$ cat src/rtl/wic_pkg.sv
package wic_pkg;

    // Byte base addresses of the two register ranges
    localparam int EN_BASE  = 32'h010;
    localparam int CFG_BASE = 32'h110;

    // Type codes held in a pin's 3-bit word
    localparam logic [2:0] TYPE_LVL_LOW  = 3'd0;
    localparam logic [2:0] TYPE_FALL     = 3'd2;
    localparam logic [2:0] TYPE_LVL_HIGH = 3'd4;
    localparam logic [2:0] TYPE_RISE     = 3'd6;
    localparam logic [2:0] TYPE_BOTH     = 3'd7;

    // Output path chosen per pin
    typedef enum logic [1:0] {
        PATH_OFF    = 2'd0,
        PATH_PASS   = 2'd1,
        PATH_INVERT = 2'd2,
        PATH_TOGGLE = 2'd3
    } path_e;

endpackage

$ cat src/rtl/wic_regfile.sv
module wic_regfile
    import wic_pkg::*;
#(
    parameter int NUM_PINS = 126,
    parameter int ADDR_W   = 12
) (
    input  logic                         clk,
    input  logic                         rst_n,
    input  logic [ADDR_W-1:0]            reg_addr,
    input  logic                         reg_we,
    input  logic [31:0]                  reg_wdata,
    output logic [31:0]                  reg_rdata,
    output logic [NUM_PINS-1:0]          en_o,
    output logic [NUM_PINS-1:0][2:0]     cfg_o
);

    localparam int NUM_WORDS = (NUM_PINS + 31) / 32;
    localparam int IDX_W     = ADDR_W - 2;
    localparam int PIDX_W    = (NUM_PINS > 1) ? $clog2(NUM_PINS) : 1;
    localparam logic [ADDR_W-1:0] EN_LO  = ADDR_W'(EN_BASE);
    localparam logic [ADDR_W-1:0] EN_HI  = ADDR_W'(EN_BASE + 4 * NUM_WORDS);
    localparam logic [ADDR_W-1:0] CFG_LO = ADDR_W'(CFG_BASE);
    localparam logic [ADDR_W-1:0] CFG_HI = ADDR_W'(CFG_BASE + 4 * NUM_PINS);

    logic [NUM_PINS-1:0]      en_q;
    logic [NUM_PINS-1:0][2:0] cfg_q;

    logic              aligned;
    logic              en_hit;
    logic              cfg_hit;
    logic [ADDR_W-1:0] en_off;
    logic [ADDR_W-1:0] cfg_off;
    logic [IDX_W-1:0]  en_idx;
    logic [IDX_W-1:0]  cfg_idx;
    logic [PIDX_W-1:0] cfg_sel;

    // Address decode
    always_comb begin
        aligned = (reg_addr[1:0] == 2'b00);
        en_hit  = aligned && (reg_addr >= EN_LO)  && (reg_addr < EN_HI);
        cfg_hit = aligned && (reg_addr >= CFG_LO) && (reg_addr < CFG_HI);
        en_off  = reg_addr - EN_LO;
        cfg_off = reg_addr - CFG_LO;
        en_idx  = en_off[ADDR_W-1:2];
        cfg_idx = cfg_off[ADDR_W-1:2];
        cfg_sel = cfg_idx[PIDX_W-1:0];
    end

    // Storage
    always_ff @(posedge clk) begin
        if (!rst_n) begin
            en_q <= '0;
            for (int p = 0; p < NUM_PINS; p++) begin
                cfg_q[p] <= TYPE_LVL_HIGH;
            end
        end else if (reg_we) begin
            for (int p = 0; p < NUM_PINS; p++) begin
                if (en_hit && (int'(en_idx) == p / 32)) begin
                    en_q[p] <= reg_wdata[p % 32];
                end
                if (cfg_hit && (int'(cfg_idx) == p)) begin
                    cfg_q[p] <= reg_wdata[2:0];
                end
            end
        end
    end

    // Read mux
    always_comb begin
        reg_rdata = '0;
        if (en_hit) begin
            for (int p = 0; p < NUM_PINS; p++) begin
                if (int'(en_idx) == p / 32) begin
                    reg_rdata[p % 32] = en_q[p];
                end
            end
        end else if (cfg_hit) begin
            reg_rdata[2:0] = cfg_q[cfg_sel];
        end
    end

    assign en_o  = en_q;
    assign cfg_o = cfg_q;

    // a stored type code equals the low bits of the last write
    a_r3_cfg_stored: assert property (@(posedge clk) disable iff (!rst_n)
        (reg_we && cfg_hit) |=> (cfg_q[$past(cfg_sel)] == $past(reg_wdata[2:0])));

    // writes outside both ranges leave every stored bit alone
    a_r4_unmapped_ignored: assert property (@(posedge clk) disable iff (!rst_n)
        (reg_we && !en_hit && !cfg_hit) |=> ($stable(en_q) && $stable(cfg_q)));

    // a read never returns two ranges at once
    a_r2_single_range: assert property (@(posedge clk) disable iff (!rst_n)
        !(en_hit && cfg_hit));

endmodule

$ cat src/rtl/wic_pin_cond.sv
module wic_pin_cond
    import wic_pkg::*;
(
    input  logic       clk,
    input  logic       rst_n,
    input  logic       en_i,
    input  logic [2:0] cfg_i,
    input  logic       pin_i,
    output logic       out_o
);

    logic  prev_q;
    logic  live_q;
    path_e path;

    always_ff @(posedge clk) begin
        if (!rst_n) begin
            prev_q <= 1'b0;
            live_q <= 1'b0;
        end else begin
            prev_q <= pin_i;
            live_q <= 1'b1;
        end
    end

    // Path selection
    always_comb begin
        if (!en_i) begin
            path = PATH_OFF;
        end else if (cfg_i == TYPE_BOTH) begin
            path = PATH_TOGGLE;
        end else if (cfg_i[2]) begin
            path = PATH_PASS;
        end else begin
            path = PATH_INVERT;
        end
    end

    // Output per path
    always_comb begin
        unique case (path)
            PATH_OFF:    out_o = 1'b0;
            PATH_PASS:   out_o = pin_i;
            PATH_INVERT: out_o = ~pin_i;
            PATH_TOGGLE: out_o = pin_i ^ prev_q;
            default:     out_o = 1'b0;
        endcase
    end

    // a transition on a dual-edge pin yields a pulse
    a_r8_pulse_on_change: assert property (@(posedge clk) disable iff (!rst_n)
        (live_q && en_i && (cfg_i == TYPE_BOTH) && (pin_i != $past(pin_i))) |-> out_o);

    // a stable dual-edge pin stays quiet
    a_r8_quiet_when_stable: assert property (@(posedge clk) disable iff (!rst_n)
        (live_q && en_i && (cfg_i == TYPE_BOTH) && $stable(pin_i)) |-> !out_o);

endmodule

$ cat src/rtl/wake_irq_conv.sv
module wake_irq_conv
    import wic_pkg::*;
#(
    parameter int NUM_PINS = 126,
    parameter int ADDR_W   = 12
) (
    input  logic                clk,
    input  logic                rst_n,
    input  logic [ADDR_W-1:0]   reg_addr,
    input  logic                reg_we,
    input  logic [31:0]         reg_wdata,
    output logic [31:0]         reg_rdata,
    input  logic [NUM_PINS-1:0] pin_in,
    output logic [NUM_PINS-1:0] pin_out
);

    logic [NUM_PINS-1:0]      en_vec;
    logic [NUM_PINS-1:0][2:0] cfg_vec;

    wic_regfile #(
        .NUM_PINS (NUM_PINS),
        .ADDR_W   (ADDR_W)
    ) u_regs (
        .clk       (clk),
        .rst_n     (rst_n),
        .reg_addr  (reg_addr),
        .reg_we    (reg_we),
        .reg_wdata (reg_wdata),
        .reg_rdata (reg_rdata),
        .en_o      (en_vec),
        .cfg_o     (cfg_vec)
    );

    for (genvar g = 0; g < NUM_PINS; g++) begin : g_pin
        wic_pin_cond u_cond (
            .clk   (clk),
            .rst_n (rst_n),
            .en_i  (en_vec[g]),
            .cfg_i (cfg_vec[g]),
            .pin_i (pin_in[g]),
            .out_o (pin_out[g])
        );
    end

    // no disabled pin ever drives high
    a_r5_disabled_low: assert property (@(posedge clk) disable iff (!rst_n)
        ((pin_out & ~en_vec) == '0));

endmodule

$ cat config.mk
export PLATFORM = sky130hd
export DESIGN_NAME = wake_irq_conv
export DESIGN_NICKNAME = d
export VERILOG_FILES = /design/src/rtl/wic_pkg.sv /design/src/rtl/wic_regfile.sv /design/src/rtl/wic_pin_cond.sv /design/src/rtl/wake_irq_conv.sv
export SDC_FILE = /design/constraint.sdc
export NUM_CORES = 2
export LEC_CHECK = 0
export BUFFER_PORTS_ARGS = -buffer_cell sky130_fd_sc_hd__buf_4
export CAP_MARGIN = 30
export CORE_ASPECT_RATIO = 0.8
export CORE_MARGIN = 4
export CORE_UTILIZATION = 45
export CTS_BUF_LIST = sky130_fd_sc_hd__clkbuf_16
export DETAILED_ROUTE_END_ITERATION = 10
export SLEW_MARGIN = 20
export SYNTH_ARGS = -nofsm -noshare
export SYNTH_HDL_FRONTEND = slang
export SYNTH_HIERARCHICAL = 1
export SYNTH_SLANG_ARGS = --single-unit
$ cat constraint.sdc
create_clock -name clk -period 6.4 [get_ports clk]
set_input_delay 0.96 -clock clk [delete_from_list [all_inputs] [get_ports clk]]
set_output_delay 0.96 -clock clk [all_outputs]
set_load 0.1 [all_outputs]
==> results.py <==
metrics = {
    "timing": {
        "relSlewSlack_pct": 26.1,
        "slew_viol_final": 0,
        "fin_worst_skew_ns": 0,
        "worst_pin_slew_ns": 1.10,
        "timing.hold.ws_ns": 0.481,
        "fmaxAchievable_mhz": 175,
        "final.setup.tns_ns": 0,
        "fin_crit_ns": 5.71,
        "hold_viol_final": 0,
        "grt_setup_unrepaired": "no",
        "fin_crit_sh_pct": 89.2,
        "finalSetupViolations": 0,
    },
    "die": {
        "die_x_um": 300,
        "rows": 85,
        "die_y_um": 242,
        "fp.dieArea_um2": 72500,
        "initial_utilization_pct": 45.5,
        "num_io_pins": 331,
        "core_area_um2": 67400,
    },
    "synthesis": {
        "yosys_warnings": 6,
        "ys_seq_elements": 630,
        "synth_xor_area_share_pct": 0.0570,
        "async_reset_ff_share_pct": 0,
        "synth.avg_cell_area_um2": 8.73,
        "synth_ff_type": "dfxtp_1",
        "synth_compound_gate_area_share_pct": 22.9,
        "synthAdderAreaFrac_pct": 0.163,
        "synth_area_um2": 30700,
        "synthDistinctLibCells": 64,
        "synthMuxAreaShare_pct": 9.66,
        "synthCells": 3517,
        "synthesis.nets": 3694,
        "synth_edf_count": 0,
        "yosys.area_share.simple_pct": 21.7,
        "ys_seq_area_share_pct": 41.1,
        "synth_top_family_by_area": "compound AO/OA/AOI/OAI gates",
    },
    "critical_path": {
        "crit_path_max_incr_delay_ns": 0.71,
        "critPathMaxFanout": 55,
        "critPathLaunchType": "input port",
        "cp.arrival_ns": 4.75,
        "path_class": "input port to output port",
        "path_cells": "clkbuf_8 -> buf_4 -> mux4_2 -> mux4_2 -> a2111oi_0 -> o21ai_0 -> buf_4 -> buf_4",
        "required_ns": 5.44,
        "cp_slowest_cell": "a2111oi_0",
        "crit_path_frequent_cell": "buf_4",
        "reg2reg_slack_ns": 5.53,
        "endpoint_kind": "output port",
    },
    "power_and_ir_drop": {
        "seqPwrFrac_pct": 48.4,
        "share_comb_of_total_power_pct": 6.8,
        "ir_drop_mv": 0.173,
        "p_sw_mw": 1.97,
        "p_clk_share_pct": 44.9,
        "p_leak_nw": 12.2,
        "internal_power_mw": 6.25,
        "power.density_nw_per_um2": 230,
        "switching_share_pct": 24.0,
    },
    "cells_and_area": {
        "syn_to_final_growth_pct": 16.4,
        "drive_gt1_share_pct": 17.0,
        "final_common_cell": "nand3_1",
        "utilization_pct": 53.0,
        "fin_nets": 3840,
        "layout.cells.most_common_list": "650 x nand3_1, 630 x dfxtp_1, 386 x o21ai_0, 383 x buf_4, 286 x nand2_1",
        "multi_input_comb_area_um2": 16800,
        "fill_cells": 6285,
        "seq_area_um2": 12600,
    },
    "clocking": {
        "cts_resized": 0,
        "cts_root_buf": "clkbuf_16",
        "clock-sinks": 630,
        "cts_inserted_buffers": 68,
        "cts_tree": "done",
        "clk_latency_ns": 0.60,
        "path_clk_slew_ns": 0.06,
        "ctsHoldBuffers": 0,
        "htree_levels": 3,
        "clock_path_buffers": 3,
        "post-cts-setup-buffer-count": 0,
    },
    "outcome": {
        "status": "finished clean",
    },
    "global_route": {
        "grt_start_max_net_pins": 216,
        "antenna_found_initial": 3,
        "grt_pass1_vias": 27400,
        "grt-busiest-layer": "met2",
        "met3_usage_pct": 7.79,
        "grt_usage_pct": 32.8,
        "grt_use_met2_pct": 48.0,
        "grt_first_pass_wirelength_mm": 181,
        "overflow": 0,
        "grtUsageMet1_pct": 47.0,
    },
    "run": {
        "cap_violations": 0,
    },
    "placement": {
        "routabilityCongestion": 0.972,
        "hpwl_mm": 86.5,
        "io_buffers": 330,
    },
    "worst_hold_path": {
        "min_path_type": "flip-flop to flip-flop",
    },
    "drt": {
        "route.vias.total": 29700,
        "first_iter_violations": 4018,
        "remaining_drc_errors": 0,
        "antenna_left": 0,
        "firstDrtPassIters": 7,
        "routedWlPerCell_um": 26.9,
        "viasPerCell": 6.43,
        "finalWirelength_mm": 124,
    },
}
-- through the flow --
stage               setup slack (ns)  std cells  instance area [um^2]  total power [mW]
finish                         0.693       4621                 35700              8.22
global route                   0.468       4620                 35700              8.45
global placement               0.759       4498                 33600              4.60
floorplan                      0.353       3517                 30700              4.35
detailed placement             0.718       4502                 33700              4.61
CTS                            0.697       4616                 35700              8.26
-- metal layers --
layer / up-vias / share of wire (%)
li1: 13100 / -
met5: - / 0.030
met2: 1891 / 42
met4: 6 / 4.3
met3: 266 / 11
met1: 14500 / 42
-- flip-flops by register name, summed over array words and instances (netlist names) --
register             flops
u_regs/en_o            126
g_pin.u_cond/prev_q    126
u_regs/cfg_o           378
-- power by group through the flow --
| stage | registers (mW) | clock network [mW] | logic, mW |
|---|---|---|---|
| 4_1_cts | 3.98 | 3.73 | 0.547 |
| 3_3_place_gp | 4.06 | 0 | 0.538 |
| 5_1_grt | 3.98 | 3.89 | 0.588 |
| 2_1_floorplan | 4.06 | 0 | 0.295 |
| 3_5_place_dp | 4.06 | 0 | 0.545 |
| 6_report | 3.98 | 3.69 | 0.557 |
-- kinds of logic after synthesis --
family	after synthesis
compound gates	1092
xor+xnor	2
fa+ha+maj	4
buf+inv	331
flops	630
mux	136
simple gates	1322
-- final timing paths --
kind                                startpoint  cells past startpoint                            to
hold / removal    u_regs/en_o[13]$_SDFFE_PN0P_                      2  u_regs/en_o[13]$_SDFFE_PN0P_
hold reg to reg   u_regs/en_o[13]$_SDFFE_PN0P_                      2  u_regs/en_o[13]$_SDFFE_PN0P_
setup reg to reg  u_regs/en_o[33]$_SDFFE_PN0P_                      2  u_regs/en_o[33]$_SDFFE_PN0P_
setup / recovery                   reg_addr[2]                      8                  reg_rdata[1]
-- synth_stat cells, drive strengths merged, types with 3 or more instances --
cell type  instances  area share, %
a2111oi            6           0.42
a211o              3          0.086
a21boi           378            9.2
a21oi            135            2.2
a221oi             9           0.26
a22o               8           0.23
a22oi             12           0.29
and2             139            2.8
and3             139            2.8
buf               83            1.4
clkbuf           241            3.0
dfxtp            630             41
ha                 4           0.16
inv                6          0.073
mux2               3           0.11
mux2i              5           0.16
mux4             128            9.4
nand2            286            3.5
nand2b             4          0.081
nand3            650             11
nor2              41           0.50
nor2b             29           0.59
nor3              10           0.16
nor3b              3          0.090
o21a             127            3.1
o21ai            387            6.3
o22ai              6           0.12
o41ai              3          0.086
or3                5           0.10
-- final cells by class --
type                    count  share of cell area (%)
clock buffers              71                    4.97
well taps                 913                    3.20
flip-flops and latches    630                    35.3
clock inverters            43                   0.644
repair buffers            400                    8.88
diodes                      1                 0.00700
inverters                   7                  0.0735
multi-input cells        2556                    46.9
-- critical path: cells and delay by family --
family	cells	cell delay [ns]
buffers and inverters	4	1.47
AOI/OAI and AO/OA	2	1.24
muxes	2	1.00
Power figures use the tool's default switching activity.
